<file path="src/rtl/rng_obuf_pkg.sv">
package rng_obuf_pkg;
  localparam int unsigned OFS_CTRL = 0;
  localparam int unsigned OFS_STAT = 4;
  localparam int unsigned OFS_DATA = 8;

  localparam int unsigned CB_EN    = 2;
  localparam int unsigned CB_IE    = 3;
  localparam int unsigned CB_CKDIS = 5;

  localparam int unsigned SB_RDY   = 0;
  localparam int unsigned SB_CKCUR = 1;
  localparam int unsigned SB_SDCUR = 2;
  localparam int unsigned SB_CKSTK = 5;
  localparam int unsigned SB_SDSTK = 6;

  localparam logic [1:0] SZ_WORD = 2'b10;

  typedef struct packed {
    logic ckdis;
    logic ie;
    logic en;
  } ctrl_t;
endpackage

</file>
<file path="src/rtl/rng_obuf_csr.sv">
module rng_obuf_csr
  import rng_obuf_pkg::*;
(
  input  logic  clk_i,
  input  logic  rst_ni,
  input  logic  wr_ctrl_i,
  input  logic  wr_stat_i,
  input  ctrl_t wctrl_i,
  input  logic  wclr_ck_n_i,
  input  logic  wclr_sd_n_i,
  input  logic  seed_err_i,
  input  logic  clk_err_i,
  output ctrl_t ctrl_o,
  output logic  seed_cur_o,
  output logic  clk_cur_o,
  output logic  seed_stk_o,
  output logic  clk_stk_o
);
  logic ck_hit;
  assign ck_hit = clk_err_i && !ctrl_o.ckdis;

  always_ff @(posedge clk_i or negedge rst_ni) begin
    if (!rst_ni) begin
      ctrl_o <= '0;
    end else if (wr_ctrl_i) begin
      ctrl_o.en <= wctrl_i.en;
      ctrl_o.ie <= wctrl_i.ie;
      // clock-check mode is frozen while running
      if (!ctrl_o.en) ctrl_o.ckdis <= wctrl_i.ckdis;
    end
  end

  always_ff @(posedge clk_i or negedge rst_ni) begin
    if (!rst_ni) begin
      seed_cur_o <= 1'b0;
      clk_cur_o  <= 1'b0;
      seed_stk_o <= 1'b0;
      clk_stk_o  <= 1'b0;
    end else begin
      seed_cur_o <= seed_err_i;
      clk_cur_o  <= ck_hit;
      if (seed_err_i)                   seed_stk_o <= 1'b1;
      else if (wr_stat_i && !wclr_sd_n_i) seed_stk_o <= 1'b0;
      if (ck_hit)                       clk_stk_o <= 1'b1;
      else if (wr_stat_i && !wclr_ck_n_i) clk_stk_o <= 1'b0;
    end
  end

  p_ckdis_locked_r12: assert property (@(posedge clk_i) disable iff (!rst_ni)
    (wr_ctrl_i && ctrl_o.en) |=> $stable(ctrl_o.ckdis));
  p_seed_sticky_r11: assert property (@(posedge clk_i) disable iff (!rst_ni)
    seed_cur_o |-> seed_stk_o);
  p_clk_sticky_r9: assert property (@(posedge clk_i) disable iff (!rst_ni)
    clk_cur_o |-> clk_stk_o);
endmodule

</file>
<file path="src/rtl/rng_obuf_fifo.sv">
module rng_obuf_fifo #(
  parameter int unsigned WORD_W = 32,
  parameter int unsigned DEPTH  = 4
) (
  input  logic                    clk_i,
  input  logic                    rst_ni,
  input  logic                    en_i,
  input  logic                    flush_i,
  input  logic                    pop_i,
  input  logic                    cond_done_i,
  input  logic [WORD_W*DEPTH-1:0] cond_data_i,
  output logic [WORD_W-1:0]       head_o,
  output logic                    rdy_o,
  output logic                    cond_start_o
);
  localparam int unsigned STAGE_W = WORD_W * DEPTH;
  localparam int unsigned CNT_W   = $clog2(DEPTH + 1);
  localparam int unsigned PTR_W   = (DEPTH > 1) ? $clog2(DEPTH) : 1;

  logic [WORD_W-1:0]  mem [DEPTH];
  logic [PTR_W-1:0]   rd_ptr;
  logic [CNT_W-1:0]   cnt;
  logic [STAGE_W-1:0] stage;
  logic               stage_vld, busy;
  logic               buf_empty, xfer;

  assign buf_empty    = (cnt == '0);
  assign xfer         = buf_empty && stage_vld && !flush_i;
  assign rdy_o        = (!buf_empty || stage_vld) && !flush_i;
  assign cond_start_o = en_i && !stage_vld && !busy && !flush_i;

  always_comb begin
    head_o = '0;
    if (rdy_o) head_o = buf_empty ? stage[WORD_W-1:0] : mem[rd_ptr];
  end

  always_ff @(posedge clk_i or negedge rst_ni) begin
    if (!rst_ni) begin
      cnt       <= '0;
      rd_ptr    <= '0;
      stage     <= '0;
      stage_vld <= 1'b0;
      busy      <= 1'b0;
      for (int i = 0; i < DEPTH; i++) mem[i] <= '0;
    end else if (flush_i) begin
      cnt       <= '0;
      rd_ptr    <= '0;
      stage_vld <= 1'b0;
      busy      <= 1'b0;
    end else begin
      if (cond_start_o) busy <= 1'b1;
      if (cond_done_i && busy) begin
        busy      <= 1'b0;
        stage     <= cond_data_i;
        stage_vld <= 1'b1;
      end
      if (xfer) begin
        stage_vld <= 1'b0;
        for (int i = 0; i < DEPTH; i++) mem[i] <= stage[i*WORD_W +: WORD_W];
        // a read in the transfer cycle already took word 0
        rd_ptr <= pop_i ? PTR_W'(1) : '0;
        cnt    <= pop_i ? CNT_W'(DEPTH - 1) : CNT_W'(DEPTH);
      end else if (pop_i && !buf_empty) begin
        rd_ptr <= rd_ptr + 1'b1;
        cnt    <= cnt - 1'b1;
      end
    end
  end

  p_cnt_bound_r3: assert property (@(posedge clk_i) disable iff (!rst_ni)
    cnt <= CNT_W'(DEPTH));
  p_single_start_r3: assert property (@(posedge clk_i) disable iff (!rst_ni)
    cond_start_o |=> !cond_start_o);
  p_flush_empties_r11: assert property (@(posedge clk_i) disable iff (!rst_ni)
    flush_i |=> (cnt == '0) && !stage_vld);
  p_fill_full_r3: assert property (@(posedge clk_i) disable iff (!rst_ni)
    (xfer && !pop_i) |=> (cnt == CNT_W'(DEPTH)));
endmodule

</file>
<file path="src/rtl/rng_obuf_regs.sv">
module rng_obuf_regs
  import rng_obuf_pkg::*;
#(
  parameter int unsigned ADDR_W = 4,
  parameter int unsigned WORD_W = 32,
  parameter int unsigned DEPTH  = 4
) (
  input  logic                    clk_i,
  input  logic                    rst_ni,
  input  logic                    req_i,
  input  logic                    we_i,
  input  logic [ADDR_W-1:0]       addr_i,
  input  logic [1:0]              size_i,
  input  logic [WORD_W-1:0]       wdata_i,
  output logic [WORD_W-1:0]       rdata_o,
  output logic                    err_o,
  output logic                    irq_o,
  output logic                    gen_en_o,
  output logic                    cond_start_o,
  input  logic                    cond_done_i,
  input  logic [WORD_W*DEPTH-1:0] cond_data_i,
  input  logic                    seed_err_i,
  input  logic                    clk_err_i
);
  ctrl_t             ctrl, wctrl;
  logic              acc_ok, sel_ctrl, sel_stat, sel_data;
  logic              wr_ctrl, wr_stat, pop;
  logic              seed_cur, clk_cur, seed_stk, clk_stk, rdy;
  logic [WORD_W-1:0] head;
  logic              unused_wdata;

  assign acc_ok   = req_i && (size_i == SZ_WORD) && (addr_i[1:0] == 2'b00);
  assign err_o    = req_i && !acc_ok;
  assign sel_ctrl = (addr_i == ADDR_W'(OFS_CTRL));
  assign sel_stat = (addr_i == ADDR_W'(OFS_STAT));
  assign sel_data = (addr_i == ADDR_W'(OFS_DATA));
  assign wr_ctrl  = acc_ok && we_i && sel_ctrl;
  assign wr_stat  = acc_ok && we_i && sel_stat;
  assign pop      = acc_ok && !we_i && sel_data && rdy;

  assign wctrl.en    = wdata_i[CB_EN];
  assign wctrl.ie    = wdata_i[CB_IE];
  assign wctrl.ckdis = wdata_i[CB_CKDIS];
  assign unused_wdata = ^wdata_i;

  rng_obuf_csr u_csr (
    .clk_i      (clk_i),
    .rst_ni     (rst_ni),
    .wr_ctrl_i  (wr_ctrl),
    .wr_stat_i  (wr_stat),
    .wctrl_i    (wctrl),
    .wclr_ck_n_i(wdata_i[SB_CKSTK]),
    .wclr_sd_n_i(wdata_i[SB_SDSTK]),
    .seed_err_i (seed_err_i),
    .clk_err_i  (clk_err_i),
    .ctrl_o     (ctrl),
    .seed_cur_o (seed_cur),
    .clk_cur_o  (clk_cur),
    .seed_stk_o (seed_stk),
    .clk_stk_o  (clk_stk)
  );

  rng_obuf_fifo #(.WORD_W(WORD_W), .DEPTH(DEPTH)) u_fifo (
    .clk_i       (clk_i),
    .rst_ni      (rst_ni),
    .en_i        (ctrl.en),
    .flush_i     (seed_cur),
    .pop_i       (pop),
    .cond_done_i (cond_done_i),
    .cond_data_i (cond_data_i),
    .head_o      (head),
    .rdy_o       (rdy),
    .cond_start_o(cond_start_o)
  );

  always_comb begin
    rdata_o = '0;
    if (acc_ok && !we_i) begin
      if (sel_ctrl) begin
        rdata_o[CB_EN]    = ctrl.en;
        rdata_o[CB_IE]    = ctrl.ie;
        rdata_o[CB_CKDIS] = ctrl.ckdis;
      end else if (sel_stat) begin
        rdata_o[SB_RDY]   = rdy;
        rdata_o[SB_CKCUR] = clk_cur;
        rdata_o[SB_SDCUR] = seed_cur;
        rdata_o[SB_CKSTK] = clk_stk;
        rdata_o[SB_SDSTK] = seed_stk;
      end else if (sel_data) begin
        rdata_o = head;
      end
    end
  end

  assign gen_en_o = ctrl.en;
  assign irq_o    = ctrl.en && ctrl.ie && (rdy || seed_stk || clk_stk);

  p_empty_reads_zero_r5: assert property (@(posedge clk_i) disable iff (!rst_ni)
    (acc_ok && !we_i && sel_data && !rdy) |-> (rdata_o == '0));
  p_bad_write_ignored_r6: assert property (@(posedge clk_i) disable iff (!rst_ni)
    (err_o && we_i) |=> $stable(ctrl));
  p_seed_blocks_start_r11: assert property (@(posedge clk_i) disable iff (!rst_ni)
    seed_cur |-> !cond_start_o && !rdy);
endmodule

</file>
<file path="config.mk">
export PLATFORM = sky130hd
export DESIGN_NAME = rng_obuf_regs
export DESIGN_NICKNAME = d
export VERILOG_FILES = /design/src/rtl/rng_obuf_pkg.sv /design/src/rtl/rng_obuf_csr.sv /design/src/rtl/rng_obuf_fifo.sv /design/src/rtl/rng_obuf_regs.sv
export SDC_FILE = /design/constraint.sdc
export NUM_CORES = 1
export LEC_CHECK = 0
export BUFFER_PORTS_ARGS = -buffer_cell sky130_fd_sc_hd__buf_2
export CELL_PAD_IN_SITES_DETAIL_PLACEMENT = 1
export CELL_PAD_IN_SITES_GLOBAL_PLACEMENT = 2
export CORE_ASPECT_RATIO = 1.1
export CORE_MARGIN = 5
export CORE_UTILIZATION = 39
export DETAILED_ROUTE_END_ITERATION = 6
export PLACE_DENSITY_LB_ADDON = 0.1
export SYNTH_ARGS = -nofsm -noshare
export SYNTH_HDL_FRONTEND = slang
export SYNTH_SLANG_ARGS = --single-unit
</file>
<file path="constraint.sdc">
create_clock -name clk_i -period 2.8 [get_ports clk_i]
set_clock_uncertainty 0.05 [all_clocks]
set_input_delay 0.14 -clock clk_i [delete_from_list [all_inputs] [get_ports clk_i]]
set_output_delay 0.14 -clock clk_i [all_outputs]
set_load 0.005 [all_outputs]
</file>
==> impl_metrics.yaml, run 1 <==
floorplan:
  coreArea_sq_um: 29300
  pin_count: 209
  initial_core_util: 0.392
  die_x_microns: 174
  dieArea_sq_um: 33000
  die_y_microns: 190
  row_count: 66
critical_path:
  critical_path_class: "flip-flop to primary output"
  cp_slowest_cell: "dfrtp_1"
  cp.required_ps: 2610
  cp_max_fo: 12
  cp-start-kind: "flip-flop"
  cpPeakStageDelay_ps: 370
  worstSetupEndpointType: "primary output"
  cp_cell_sequence: "inv_1 -> ha_1 -> nor3b_1 -> buf_4 -> nor3_4 -> nand2_2 -> buf_6 -> a21oi_1 -> buf_2"
  cp.arrival_ps: 2470
  cp-startpoint: "u_fifo.cnt[0]"
  r2r_start: "u_fifo.cnt[1]"
power_and_ir_drop:
  power_leakage_nw: 7.53
  p_int_mw: 6.55
  p_seq_frac: 0.492
  combinationalPowerShare: 0.066
  power_mw: 8.39
  switching_share: 0.219
  powerDensity_nw_per_um2: 546
  pwr-share-clk: 0.442
  peakVddDrop_uv: 444
  power.switching_mw: 1.84
global_routing:
  grtUsageTotal: 0.179
  grt_pass1_wl_mm: 48.2
  grt_pass1_vias: 8682
  grt_max_degree: 91
  antenna_found_initial: 0
  grt-ovfl-total: 0
yosys:
  synth_warnings: 0
  ys.flop_type: "dfrtp_1"
  ys_types: 38
  synth_area_leaders: "dfrtp_1 59%, mux2_2 26%, mux4_2 6.3%"
  synth_area_sq_um: 11500
  avgSynthCellArea_sq_um: 14.8
  seq_area_frac_synth: 0.587
  synth_seq_cells: 270
  synth_edf_count: 0
  syn_inst: 775
  synth_area_leader_cell: "dfrtp_1"
  async_flop_share: 1.00
  synth_top_area_share: 0.587
  synth_nets: 950
clocking:
  tritoncts: "done"
  clockBufferDepth: 3
  cts_sinks: 270
  clk_latency_ps: 550
  clockRootBuffer: "clkbuf_16"
  path_clk_slew_ps: 60
  cts.htree.levels: 1
  numCtsBuffers: 30
drt:
  drtIter0Drc: 270
  route.detailed.wl_per_inst_microns: 19.6
  num_vias: 7521
  drt_wl_total_mm: 29.4
  via_per_inst: 5.01
  dr.pass1.iters: 6
  ant_nets: 0
  drc: 0
cells_and_area:
  nets: 1281
  utilization: 0.524
  area_growth_pct: 33.5
  drive_gt1_frac: 0.501
  fin_cells: 1500
placement:
  pre_cts_slack_ps: 422
  dp.cells: 1306
  gp_congestion: 0.749
  hpwlAfterDp_mm: 19.2
  place.port_buffers: 180
sta:
  clock.fmax_mhz: 376
  min_period_over_period: 0.951
  worst_slew_pin_slew_ps: 719
  fin_crit_ps: 2660
  setup-tns-final_ps: 0
  final_hold_viol_count: 0
  max_slew_margin: 0.521
  worst_slack_ps: 138
  drv_slew: 0
  rsz0062_at_grt: "true"
  setup_viol: 0
flow_run:
  max-cap-violations: 0
min_path:
  hp-start: "addr_i[1]"
  hp-class: "input port to flip-flop"
outcome:
  outcome: "finished, final reports clean"
through the flow:
| step | cell area [sq um] | hold slack [ps] |
|---|---|---|
| finish | 15400 | 67.7 |
| global route | 15400 | 84.5 |
| CTS | 15300 | 42.0 |
| detailed placement | 13000 | 166 |
| global placement | 13000 | 151 |
| floorplan | 11500 | -206 |
flip-flops by register name, indices dropped and copies added, names as in the netlist:
| signal | flops |
|---|---|
| u_csr.seed_cur_o | 1 |
| u_csr.clk_cur_o | 1 |
| u_fifo.rd_ptr | 2 |
| u_csr.ctrl_o | 3 |
| u_fifo.stage | 128 |
| u_fifo.mem | 128 |
| u_csr.seed_stk_o | 1 |
| u_csr.clk_stk_o | 1 |
| u_fifo.busy | 1 |
| u_fifo.stage_vld | 1 |
| u_fifo.cnt | 3 |
path summary, 6_finish.rpt:
check                              endpoint  slack, ps  cells past startpoint
max                             rdata_o[10]        140                      9
min                         u_csr.ctrl_o[1]         70                      4
max reg2reg                  u_fifo.mem[74]        660                      6
min reg2reg                 u_csr.clk_cur_o        430                      1
max in group asynchronous  u_fifo.stage[15]       1690                      3
min in group asynchronous   u_csr.ctrl_o[0]        170                      2
Yosys cell counts (2+ instances only):
library cell    n
inv_1           5
o31a_1          2
or3_1           2
nor2_1          9
nand2_1        61
ha_1            2
clkbuf_1       26
nand2b_1        3
o21ai_0         7
buf_2          16
a21oi_1        33
or2_2           2
a221o_2         2
nor3b_1         3
a32oi_1         2
nor3_1          4
mux4_2         32
nor2b_1         4
nand3b_1        3
a211oi_1        3
mux2_2        264
dfrtp_1       270
buf_1           5
layout make-up:
| type | instances | area [sq um] |
|---|---|---|
| Sequential cell | 270 | 6760 |
| Tap cell | 374 | 468 |
| Multi-Input combinational cell | 452 | 4560 |
| Timing Repair Buffer | 347 | 2620 |
| Fill cell | 2888 | 14000 |
| Inverter | 5 | 18.8 |
| Clock buffer | 46 | 892 |
| Clock inverter | 5 | 31.3 |
| Antenna cell | 1 | 2.50 |
cells by family after synthesis:
group | count (synthesis) | share of synthesized area
adder cells (fa/ha/maj) | 2 | 0.00217
AO/OA/AOI/OAI | 54 | 0.0287
multiplexers | 297 | 0.322
flip-flops | 270 | 0.587
buffers and inverters | 53 | 0.0197
AND/OR/NAND/NOR | 99 | 0.0403
placed cells by master, fill, tap and decap left out, types with 3 or more instances in the layout:
cell and instances:
inv_1 5, clkbuf_16 31, clkbuf_8 6, buf_12 8, mux4_2 32, nand3b_1 3, buf_2 179, clkinv_2 3
o21ai_0 7, nor3_1 4, buf_4 19, clkbuf_1 9, nor2b_1 3, a211oi_1 3, a21oi_2 4, nor3b_1 3
a21oi_1 29, nand2_1 60, dfrtp_1 268, nor2_1 8, mux2_2 264, dlygate4sd3_1 138
worst max-delay path: cells and delay by family, from the launching register on:
family | cells | cell delay, ps
DFF | 1 | 370
buffers and inverters | 4 | 610
AOI/OAI and AO/OA | 1 | 210
adders and majority gates | 1 | 270
and+or+nand+nor | 3 | 450
what timing repair did:
action / in CTS / in global routing
endpoints found under the setup margin: 26 / 26
resized for setup: 5 / 4
hold buffers: 138 / 0
pin swaps: 1 / 1
buffers inserted: 0 / 4
endpoints found under the hold margin: 223 / 0
per-layer routing:
metal  track usage  wire (microns)
met1         0.236           12700
met2         0.312           15000
met3        0.0310            1180
met4        0.0411             533
met5             0               0
power by group through the flow:
| stage | clock (mW) | sequential (mW) | combinational (mW) |
|---|---|---|---|
| floorplan | 0 | 4.16 | 0.169 |
| CTS | 3.83 | 4.12 | 0.566 |
| finish | 3.71 | 4.13 | 0.556 |
| global route | 4.00 | 4.14 | 0.617 |
| detailed placement | 0 | 4.19 | 0.414 |
| global placement | 0 | 4.18 | 0.394 |
Power figures use the tool's default switching activity.
==> run 2: changes to the inputs <==
--- a/config.mk
+++ b/config.mk
@@ -5,14 +5,15 @@
 export SDC_FILE = /design/constraint.sdc
 export NUM_CORES = 1
 export LEC_CHECK = 0
-export BUFFER_PORTS_ARGS = -buffer_cell sky130_fd_sc_hd__buf_2
 export CELL_PAD_IN_SITES_DETAIL_PLACEMENT = 1
 export CELL_PAD_IN_SITES_GLOBAL_PLACEMENT = 2
 export CORE_ASPECT_RATIO = 1.1
 export CORE_MARGIN = 5
-export CORE_UTILIZATION = 39
+export CORE_UTILIZATION = 45
 export DETAILED_ROUTE_END_ITERATION = 6
+export DONT_BUFFER_PORTS = 1
 export PLACE_DENSITY_LB_ADDON = 0.1
 export SYNTH_ARGS = -nofsm -noshare
 export SYNTH_HDL_FRONTEND = slang
+export SYNTH_HIERARCHICAL = 1
 export SYNTH_SLANG_ARGS = --single-unit
==> run 2 against run 1 <==
Effect of this change: the run now ends with hold timing left; global-route usage up 0.82 points; die area is 7.1% lower; non-clock buffer count shrank 188; sequential cell count did not move; area after synthesis increased by 6.7%; sequential power about the same; first-iteration DRC count increased by 30%; clock power increased by 11%; largest power group unchanged.
==> impl_metrics.yaml, run 2 <==
yosys:
  syn_inst: 810
  seq_area_frac_synth: 0.550
  avgSynthCellArea_sq_um: 15.2
  synth_warnings: 6
  ys.flop_type: "dfrtp_1"
  netlist_top_cells_count: "270 x dfrtp_1, 157 x mux2_2, 101 x mux2_4"
  synth_seq_cells: 270
  synth_nets: 985
  synth.most_common_cell: "dfrtp_1"
  synth_edf_count: 0
  synth_top_area_share: 0.550
  synth_area_sq_um: 12300
  synth_area_leaders: "dfrtp_1 55%, mux2_2 14%, mux2_4 12%"
  synth_area_leader_cell: "dfrtp_1"
  async_flop_share: 1.00
  ys_types: 48
drt:
  drc: 0
  via_per_inst: 5.34
  route.detailed.wl_per_inst_microns: 21.6
  drtIter0Drc: 352
  ant_nets: 0
  num_vias: 7102
  drt_wl_total_mm: 28.7
  dr.pass1.iters: 4
global_routing:
  grtUsageTotal: 0.188
  grt-ovfl-total: 0
  antenna_found_initial: 2
  grt_pass1_vias: 8202
  grt_pass1_wl_mm: 46.6
  grt_max_degree: 271
floorplan:
  pin_count: 209
  row_count: 63
  dieArea_sq_um: 30700
  initial_core_util: 0.455
  coreArea_sq_um: 27000
  die_x_microns: 167
  die_y_microns: 183
clocking:
  numCtsBuffers: 30
  cts_setup_buffers: 0
  clk_latency_ps: 550
  cts_sinks: 270
  clockBufferDepth: 3
  tritoncts: "done"
  clockRootBuffer: "clkbuf_16"
  path_clk_slew_ps: 60
  cts.htree.levels: 1
  cts.hold.buffers_added: 140
critical_path:
  cpPeakStageDelay_ps: 360
  worstSetupEndpointType: "primary output"
  cp_cell_sequence: "inv_1 -> ha_1 -> ha_4 -> nand2b_1 -> nand2b_2 -> buf_4 -> a21oi_1 -> nand2b_1 -> a22o_1 -> nor3_2"
  critical_path_class: "flip-flop to primary output"
  cp.required_ps: 2610
  cp-start-kind: "flip-flop"
  cp.arrival_ps: 2490
  cp_common_cell: "nand2b_1"
  cp_slowest_cell: "dfrtp_1"
  cp_max_fo: 13
cells_and_area:
  drive_gt1_frac: 0.392
  final_cell_mix: "268 x dfrtp_1, 157 x mux2_2, 140 x dlygate4sd3_1"
  fin_area_sq_um: 15000
  final_common_cell: "dfrtp_1"
  top_regs: "u_fifo/mem x128, u_fifo/stage x128"
  fin_cells: 1331
  area_growth_pct: 22.4
  nets: 1125
power_and_ir_drop:
  pwr-share-clk: 0.471
  peakVddDrop_uv: 452
  powerDensity_nw_per_um2: 580
  p_int_mw: 6.90
  switching_share: 0.209
  power.switching_mw: 1.82
  p_seq_frac: 0.475
  power_leakage_nw: 7.34
  combinationalPowerShare: 0.054
outcome:
  violations: "hold timing"
  outcome: "finished with violations"
sta:
  min_period_over_period: 0.956
  rsz0062_at_grt: "true"
  hold_slack_ps: -751
  clock.fmax_mhz: 374
  final_hold_viol_count: 270
  worst_slew_pin_slew_ps: 745
  drv_slew: 0
  max_slew_margin: 0.503
  setup_viol: 0
  setup-tns-final_ps: 0
  fin_crit_ps: 2680
placement:
  place.port_buffers: 0
  gp_congestion: 0.775
  dp.cells: 1135
  hpwlAfterDp_mm: 18.0
  place_area_sq_um: 12500
min_path:
  hp-class: "input port to async pin"
flow_run:
  max-cap-violations: 0
==> run 2: cell types whose count changed after synthesis, moves of 7 or more <==
| cell | before | now |
|---|---|---|
| and2_1 | 0 | 16 |
| and2_2 | 0 | 11 |
| buf_2 | 16 | 24 |
| buf_6 | 1 | 18 |
| clkbuf_1 | 26 | 5 |
| mux2_2 | 264 | 157 |
| mux2_4 | 0 | 101 |
| nand2b_1 | 3 | 10 |
==> run 2: area by class of cell <==
class,instances,area (sq um)
Fill cell,2524,11900
Multi-Input combinational cell,482,5130
Timing Repair Buffer,159,1610
Inverter,7,26.3
Antenna cell,2,5.00
Clock buffer,45,898
Tap cell,357,447
Clock inverter,9,148
Sequential cell,270,6760
==> run 2: logic make-up (layout without fill, tap and decap cells) <==
logic type / count (synthesis) / in the layout / share of synthesized area
muxes: 292 / 292 / 0.328
DFF: 270 / 270 / 0.550
and+or+nand+nor: 134 / 134 / 0.0597
buffers and inverters: 58 / 220 / 0.0341
AOI/OAI and AO/OA: 54 / 54 / 0.0259
adders and majority gates: 2 / 2 / 0.00204
other: 0 / 2 / 0
==> run 2: worst max-delay path: cells and delay by family, from the launching register on <==
family                   cells  cell delay, ps
AO/OA/AOI/OAI                2             390
adder cells (fa/ha/maj)      2             460
buffers and inverters        2             250
flip-flops                   1             360
AND/OR/NAND/NOR              4             480
==> run 2: final timing paths <==
path | slack, ps | to | cells after the start | startpoint
worst max-delay path | 120 | rdata_o[2] | 10 | u_fifo/cnt[0]
worst min-delay path | -750 | u_fifo/stage[63] | 0 | rst_ni
worst max register to register | 480 | u_fifo/cnt[0] | 10 | u_fifo/cnt[0]
worst min register to register | 450 | u_fifo/mem[58] | 1 | u_fifo/stage[90]
max in group asynchronous | 2790 | u_fifo/rd_ptr[1] | 0 | rst_ni
min in group clk_i | 40 | u_fifo/stage[32] | 2 | cond_done_i
==> run 2: power groups by stage <==
| stage | Combinational, mW | Clock [mW] | Sequential (mW) |
|---|---|---|---|
| floorplan | 0.237 | 0 | 4.17 |
| CTS | 0.477 | 4.24 | 4.14 |
| finish | 0.473 | 4.11 | 4.14 |
| global placement | 0.293 | 0 | 4.20 |
| global route | 0.516 | 4.41 | 4.16 |
| detailed placement | 0.308 | 0 | 4.21 |
==> run 2: repair_timing <==
| action | CTS | global route |
|---|---|---|
| endpoints found under the hold margin | 407 | 270 |
| setup endpoints to repair | 17 | 15 |
| resized for setup | 1 | 4 |
==> run 2: through the flow <==
stage / utilization / setup slack (ps) / hold slack (ps) / power, mW
after CTS: 0.556 / 33.1 / -779 / 8.86
after global placement: 0.465 / 492 / -194 / 4.49
final: 0.557 / 124 / -751 / 8.72
after detailed placement: 0.465 / 373 / -195 / 4.52
after global routing: 0.557 / -48.8 / -791 / 9.08
after floorplan: - / 640 / -206 / 4.41
==> run 2: layer usage <==
metal | global-route usage | up-vias | routed length [microns]
met2 | 0.333 | 154 | 14700
li1 | - | 3168 | -
met1 | 0.237 | 3741 | 12000
met5 | 0 | - | 0
met4 | 0.0403 | 0 | 463
met3 | 0.0414 | 39 | 1540
